## config.mk

```make
export PLATFORM = sky130hd
export DESIGN_NAME = slice_alu
export DESIGN_NICKNAME = d
export VERILOG_FILES = /design/src/rtl/slice_alu_pkg.sv /design/src/rtl/alu_bit_slice.sv /design/src/rtl/alu_zero_detect.sv /design/src/rtl/slice_alu.sv
export SDC_FILE = /design/constraint.sdc
export NUM_CORES = 1
export LEC_CHECK = 0
export BUFFER_PORTS_ARGS = -buffer_cell sky130_fd_sc_hd__buf_2
export CAP_MARGIN = 20
export CELL_PAD_IN_SITES_DETAIL_PLACEMENT = 1
export CELL_PAD_IN_SITES_GLOBAL_PLACEMENT = 1
export CORE_AREA = 2 2 112 114
export DETAILED_ROUTE_END_ITERATION = 12
export DIE_AREA = 0 0 114 116
export PLACE_DENSITY_LB_ADDON = 0.1
export SETUP_SLACK_MARGIN = 0.2
export SYNTH_ARGS = -nofsm -noshare
export SYNTH_HDL_FRONTEND = slang
export SYNTH_HIERARCHICAL = 1
export SYNTH_SLANG_ARGS = --single-unit
```

## constraint.sdc

```tcl
create_clock -name vclk -period 18.1
set_input_delay 0.905 -clock vclk [all_inputs]
set_output_delay 0.905 -clock vclk [all_outputs]
set_load 0.02 [all_outputs]
```

## src/rtl/slice_alu_pkg.sv

```systemverilog
package slice_alu_pkg;
   typedef enum logic [1:0] {
      FSEL_AND  = 2'b00,
      FSEL_OR   = 2'b01,
      FSEL_SUM  = 2'b10,
      FSEL_LESS = 2'b11
   } fsel_e;
endpackage

```

## src/rtl/alu_bit_slice.sv

```systemverilog
module alu_bit_slice
   import slice_alu_pkg::*;
#(
   parameter int INV_STYLE = 0
) (
   input  logic       a,
   input  logic       b,
   input  logic       ainv,
   input  logic       bneg,
   input  logic       cin,
   input  logic       less,
   input  logic [1:0] fsel,
   output logic       res,
   output logic       sum,
   output logic       cout
);
   logic a_eff, b_eff;

   generate
      if (INV_STYLE == 0) begin : g_mux_inv
         assign a_eff = ainv ? ~a : a;
         assign b_eff = bneg ? ~b : b;
      end else begin : g_xor_inv
         assign a_eff = a ^ ainv;
         assign b_eff = b ^ bneg;
      end
   endgenerate

   assign sum  = a_eff ^ b_eff ^ cin;
   assign cout = (a_eff & b_eff) | (cin & (a_eff ^ b_eff));

   always_comb begin
      case (fsel_e'(fsel))
         FSEL_AND: res = a_eff & b_eff;
         FSEL_OR:  res = a_eff | b_eff;
         FSEL_SUM: res = sum;
         default:  res = less;
      endcase
   end
endmodule

```

## src/rtl/alu_zero_detect.sv

```systemverilog
module alu_zero_detect #(
   parameter int W = 32
) (
   input  logic [W-1:0] word,
   output logic         zero
);
   assign zero = ~|word;
endmodule

```

## src/rtl/slice_alu.sv

```systemverilog
module slice_alu
   import slice_alu_pkg::*;
#(
   parameter int W         = 32,
   parameter int INV_STYLE = 0
) (
   input  logic [W-1:0] a_i,
   input  logic [W-1:0] b_i,
   input  logic         ainv_i,
   input  logic         bneg_i,
   input  logic [1:0]   fsel_i,
   output logic [W-1:0] res_o,
   output logic         zero_o,
   output logic         ovf_o,
   output logic         cout_o
);
   localparam int MSB = W - 1;

   generate
      if (W < 2) begin : g_bad_width
         $error("slice_alu: W must be at least 2");
      end
      if (INV_STYLE != 0 && INV_STYLE != 1) begin : g_bad_style
         $error("slice_alu: INV_STYLE must be 0 or 1");
      end
   endgenerate

   logic [W:0]   carry;
   logic [W-1:0] sum_w;
   logic         set_w;

   assign carry[0] = bneg_i;
   assign set_w    = sum_w[MSB];

   genvar i;
   generate
      for (i = 0; i < W; i++) begin : g_slice
         logic less_in;
         if (i == 0) begin : g_lsb
            assign less_in = set_w;
         end else begin : g_upper
            assign less_in = 1'b0;
         end
         alu_bit_slice #(.INV_STYLE(INV_STYLE)) u_slice (
            .a    (a_i[i]),
            .b    (b_i[i]),
            .ainv (ainv_i),
            .bneg (bneg_i),
            .cin  (carry[i]),
            .less (less_in),
            .fsel (fsel_i),
            .res  (res_o[i]),
            .sum  (sum_w[i]),
            .cout (carry[i+1])
         );
      end
   endgenerate

   alu_zero_detect #(.W(W)) u_zero (
      .word (res_o),
      .zero (zero_o)
   );

   assign cout_o = carry[W];
   assign ovf_o  = carry[W] ^ carry[MSB];

   always_comb begin
      if (!ainv_i && !bneg_i && fsel_i == FSEL_AND) begin
         a_r1_and_word: assert (res_o == (a_i & b_i))
            else $error("R1 AND result mismatch");
      end
      if (!ainv_i && bneg_i && fsel_i == FSEL_LESS) begin
         a_r6_slt_upper_zero: assert (res_o[MSB:1] == '0)
            else $error("R6 upper bits not zero");
      end
      if (!ainv_i && !bneg_i && fsel_i == FSEL_SUM && ovf_o) begin
         a_r8_add_ovf_signs: assert (a_i[MSB] == b_i[MSB] && res_o[MSB] != a_i[MSB])
            else $error("R8 overflow without sign flip");
      end
      if (!ainv_i && bneg_i && fsel_i == FSEL_SUM && a_i == b_i) begin
         a_r9_equal_zero: assert (zero_o)
            else $error("R9 equal operands not zero");
         a_r4_equal_cout: assert (cout_o)
            else $error("R4 equal operands without carry");
      end
   end
endmodule

```

==> results.ini, run 1 <==
[layout]
fin_nets = 722
multi_input_area_um2 = 3037
ff_latch_area_um2 = 0
n_sequential_cell = 0
fin_cells = 703
antenna_cells = 0
n_fill_cell = 1454
drive_above_1_share_pct = 46.94
syn_to_final_growth_pct = 33.16
nClkBuffers = 0
fin_util_pct = 39.44

[sta]
final-max-slew-violation-count = 0
finalCriticalPeriod_ns = 17.69
max_freq_mhz = 56.55
grt_setup_unrepaired = yes
period_share_pct = 97.71
slew_headroom_pct = 40.67
setup_violations = 0
hold_violations = 0
max_slew.worst_pin.slew_ns = 0.8899

[floorplanning]
fp.dieH_um = 116
core-area_um2 = 11910
start_util_pct = 29.62
rows = 40
io_pins = 103
die-width_um = 114
die_area_um2 = 13220

[setup_path]
cp_max_fo = 2
slowest_delay_ns = 0.54
crit_slowest_cell = fa_1
startpoint = b_i[0]
cp.required_ns = 17.19
cp_common_cell = inv_2
startpoint_type = input port
worstSetupEndpoint = zero_o
worst-setup-path-type = in2out
cp.arrival_ns = 16.78
critPathCaptureType = output pin

[drt]
drtPass1Iterations = 4
drt_iter0_drc = 54
detail-route-antenna-nets = 0
drc = 0
vias = 2843
totalWireLength_mm = 8.990
via_per_inst = 4.044
routedWlPerCell_um = 12.79

[logic_synthesis]
synthTopCellsByArea = ha_1 (23%), inv_1 (20%), mux4_2 (20%)
yosysTopAreaCell = ha_1
ys_seq_area_share_pct = 0
yosys.cell_types.count = 11
synthCells = 397
synthesis.area_um2 = 3528
synth_top_area_share_pct = 22.70
synth.avg_cell_area_um2 = 8.888
yosys_warnings = 6

[placement]
dp_cells = 700
gp_congestion = 0.7549
port_buffers = 103
dp.final_hpwl_mm = 7.568

[power]
ir_drop_v = 0.00002363
power_density_nw_per_um2 = 44.96
p_leak_nw = 2.651

[global_route]
grt_max_degree = 33
grt_pass1_wl_mm = 14.61
grt_pass1_vias = 3082
grt.total_usage_pct = 13.79
grt_remaining_overflow = 0
grt_antenna_before_repair = 0

[clock_network]
hold_buffers = 0

[worst_hold_path]
hold_path_class = in2out

[run_status]
outcome = finished, final reports clean

[run]
maxCapViolCount = 0

[layer usage]
metal / vias to the layer above / share of wire (%) / wire length (um) / GRT usage [%]
li1: 1403 / - / - / -
met1: 1375 / 45 / 4030 / 18.43
met2: 63 / 51 / 4590 / 26.27
met3: 2 / 3.9 / 350 / 0.5230
met4: 0 / 0.21 / 19 / 0.2439
met5: - / 0 / 0 / 0
[layout by cell type (no fill, tap or decap)]
cell type / n
buf_12: 1
nor2_4: 1
fa_1: 1
buf_8: 1
nor4_2: 3
xnor2_1: 32
conb_1: 31
xor2_4: 1
buf_2: 97
buf_6: 3
ha_1: 64
nand4_1: 2
mux4_2: 32
buf_4: 27
nor4_1: 5
fa_2: 31
xor2_1: 32
inv_1: 128
inv_2: 64
[through the flow]
step           hold WS [ns]  area [um^2]  TNS [ns]  power (mW)  worst slack (ns)
6_report              2.453         4698         0      0.2112            0.4150
5_1_grt               2.516         4698   -0.3490      0.2407           -0.3490
4_1_cts               2.474         4646   -0.8279      0.2090           -0.7331
3_5_place_dp          2.464         4571    -2.497      0.2027            -1.260
3_3_place_gp          2.447         4571    -2.243      0.1945            -1.217
2_1_floorplan         2.048         3699         0      0.1327            0.2115
[cells in the mapped netlist, drive strengths merged]
master,number
conb,1
fa,32
ha,64
inv,192
mux4,32
nand4,2
nor2,1
nor4,8
xnor2,32
xor2,33
[kinds of logic after synthesis]
group,synth area share [%]
buf+inv,20.43
fa+ha+maj,40.85
xor+xnor,16.13
mux,20.43
simple gates,2.056
other cells,0.1063
[layout make-up]
cell class / instances / share of cell area, %
Inverter: 192 / 15.34
Multi-Input combinational cell: 235 / 64.63
Tap cell: 147 / 3.915
Timing Repair Buffer: 129 / 16.11
[power by group]
| group | total, mW | switching [mW] | leakage [nW] | internal, mW |
|---|---|---|---|---|
| registers | 0 | 0 | 0 | 0 |
| clock network | 0 | 0 | 0 | 0 |
| logic | 0.211 | 0.120 | 2.65 | 0.0915 |
[worst max-delay path, delay by kind of cell]
kind	cells	cell delay (ns)
xor gates and xnor gates	1	0.17
buffers and inverters	68	3.52
muxes	1	0.51
and+or+nand+nor	3	0.37
adders and majority gates	32	11.27
[timing repair]
action / in CTS / in global routing
setup buffers: 2 / 1
resized for setup: 21 / 59
pin swaps: 8 / 35
setup endpoints to repair: 6 / 7
[how the worst min path moves through the flow]
stage                     cells after the start  startpoint        end
after detailed placement                      6     b_i[31]     cout_o
after global placement                        6     b_i[31]     cout_o
after global routing                          6     b_i[31]     cout_o
after floorplan                               1   fsel_i[0]  res_o[11]
final                                         6     b_i[31]     cout_o
after CTS                                     6     b_i[31]     cout_o
No activity file was read; power rests on OpenSTA's default activity.
==> run 2: changes to the inputs <==
CORE_AREA = 2 2 144 90   (was 2 2 112 114)
DIE_AREA = 0 0 146 92   (was 0 0 114 116)
==> run 2 against run 1 <==
Core utilization fell by 0.19 points. Cell area rose by 3.0%. Combinational power rose by 7%. Die area rose by 1.6%. Largest power group unchanged. Highest routed layer unchanged.
==> results.ini, run 2 (synthesis gave the netlist of run 1 again) <==
[placement]
port_buffers = 103  ; unchanged
gp_congestion = 0.7446  ; -1.4%
dp_cells = 717  ; +2.4%
dp.final_hpwl_mm = 7.875  ; +4.0%

[power]
switching_share_pct = 55.80  ; -0.89 points
p_sw_uw = 125.6  ; +4.9%
internal_power_uw = 99.52  ; +8.8%
ir_drop_v = 0.00001450  ; -39%
power_density_nw_per_um2 = 46.51  ; +3.4%
comb_power_share_pct = 100.0  ; about the same
p_clk_share_pct = 0  ; unchanged
p_leak_nw = 2.720  ; +2.6%
seqPwrFrac_pct = 0  ; unchanged

[floorplanning]
die_area_um2 = 13430  ; +1.6%
fp.dieH_um = 92  ; -21%
core-area_um2 = 12330  ; +3.5%
io_pins = 103  ; unchanged
start_util_pct = 28.61  ; -1.0 points
die-width_um = 146  ; +28%
rows = 32  ; -20%

[global_route]
grt_remaining_overflow = 0  ; unchanged
grt.total_usage_pct = 14.90  ; +1.1 points
grt_antenna_before_repair = 0  ; unchanged
grt_pass1_vias = 3315  ; +7.6%
grt_pass1_wl_mm = 16.23  ; +11%
grt_max_degree = 33  ; unchanged

[setup_path]
cp.required_ns = 17.19  ; about the same
crit_slowest_cell = fa_2
cp.arrival_ns = 16.76  ; -0.02 ns
path_buf_inv = 82  ; +21%
worst-setup-path-type = in2out
cp_max_fo = 2  ; unchanged
critPathCaptureType = output pin
critical_path.top_delay_family = adder cells
cp_common_cell = inv_2
slowest_delay_ns = 0.38  ; -0.16 ns
startpoint_type = input port

[worst_hold_path]
min_from = b_i[31]
whs_endpoint = cout_o
holdPathStages = 6  ; unchanged
hold_path_class = in2out

[sta]
final-max-slew-violation-count = 0  ; unchanged
finalCriticalPeriod_ns = 17.66  ; -0.02326 ns
grt_setup_unrepaired = yes
hold_violations = 0  ; unchanged
max_freq_mhz = 56.62  ; +0.13%
slew_headroom_pct = 39.61  ; -1.1 points
period_share_pct = 97.58  ; -0.13 points
setup_violations = 0  ; unchanged
max_slew.worst_pin.slew_ns = 0.9058  ; +0.01593 ns

[drt]
drt_iter0_drc = 27  ; -50%
detail-route-antenna-nets = 0  ; unchanged
routedWlPerCell_um = 13.02  ; +1.8%
totalWireLength_mm = 9.622  ; +7.0%
vias = 2892  ; +1.7%
via_per_inst = 3.913  ; -3.2%
drtPass1Iterations = 4  ; unchanged
drc = 0  ; unchanged

[layout]
final_common_cell = inv_1
ff_latch_area_um2 = 0  ; unchanged
drive_above_1_share_pct = 48.33  ; +1.4 points
n_fill_cell = 1559  ; +7.2%
antenna_cells = 0  ; unchanged
n_sequential_cell = 0  ; unchanged
fin_util_pct = 39.26  ; -0.19 points
syn_to_final_growth_pct = 37.20
multi_input_area_um2 = 3062  ; +0.82%
nClkBuffers = 0  ; unchanged
most-common-layout-cells = inv_1 (128), buf_2 (99), inv_2 (64), ha_1 (64), buf_4 (38)
fin_cells = 739  ; +5.1%
fin_nets = 735  ; +1.8%

[run]
maxCapViolCount = 0  ; unchanged

[run_status]
outcome = finished, final reports clean

[run 2: worst max path at each step]
stage	startpoint	endpoint	slack [ns]	cells past startpoint
2_1_floorplan	b_i[0]	zero_o	0.21	101
3_3_place_gp	bneg_i	zero_o	-1.13	104
3_5_place_dp	bneg_i	zero_o	-1.16	104
4_1_cts	bneg_i	zero_o	0.20	104
5_1_grt	b_i[0]	ovf_o	-0.26	116
6_report	ainv_i	ovf_o	0.44	115
[run 2: area by class of cell]
| type | instances | share of cell area, % |
|---|---|---|
| inverter | 192 | 14.89 |
| multi-input combinational | 235 | 63.25 |
| tap | 170 | 4.394 |
| timing repair buffer | 142 | 17.47 |
[run 2: through the flow]
step	hold WS, ns	cell area (um^2)	setup slack (ns)	setup TNS (ns)	power, mW
after floorplan	2.048	3699	0.2115	0	0.1327
after global placement	2.461	4554	-1.130	-1.737	0.1952
after detailed placement	2.489	4554	-1.156	-1.829	0.2001
after CTS	2.489	4790	0.2047	0	0.2220
after global routing	2.565	4841	-0.2567	-0.5096	0.2558
final	2.495	4841	0.4382	0	0.2252
[run 2: metal layers]
layer,share of wire [%],up-vias,GRT usage (%)
met3,3.8,6,1.343
met2,45,62,25.86
li1,-,1430,-
met1,50,1394,21.28
met5,0,-,0
met4,0.97,0,0.8091
[run 2: repair_timing]
action | CTS | global route
setup buffers | 20 | 2
setup endpoints to repair | 6 | 4
hold buffers | 0 | 0
gates resized for setup | 53 | 26
cloned | 0 | 0
pin swaps | 31 | 16
[run 2: power groups by stage]
stage / clock (mW) / sequential [mW] / combinational [mW]
finish: 0 / 0 / 0.225
global route: 0 / 0 / 0.256
CTS: 0 / 0 / 0.222
detailed placement: 0 / 0 / 0.200
global placement: 0 / 0 / 0.195
floorplan: 0 / 0 / 0.133
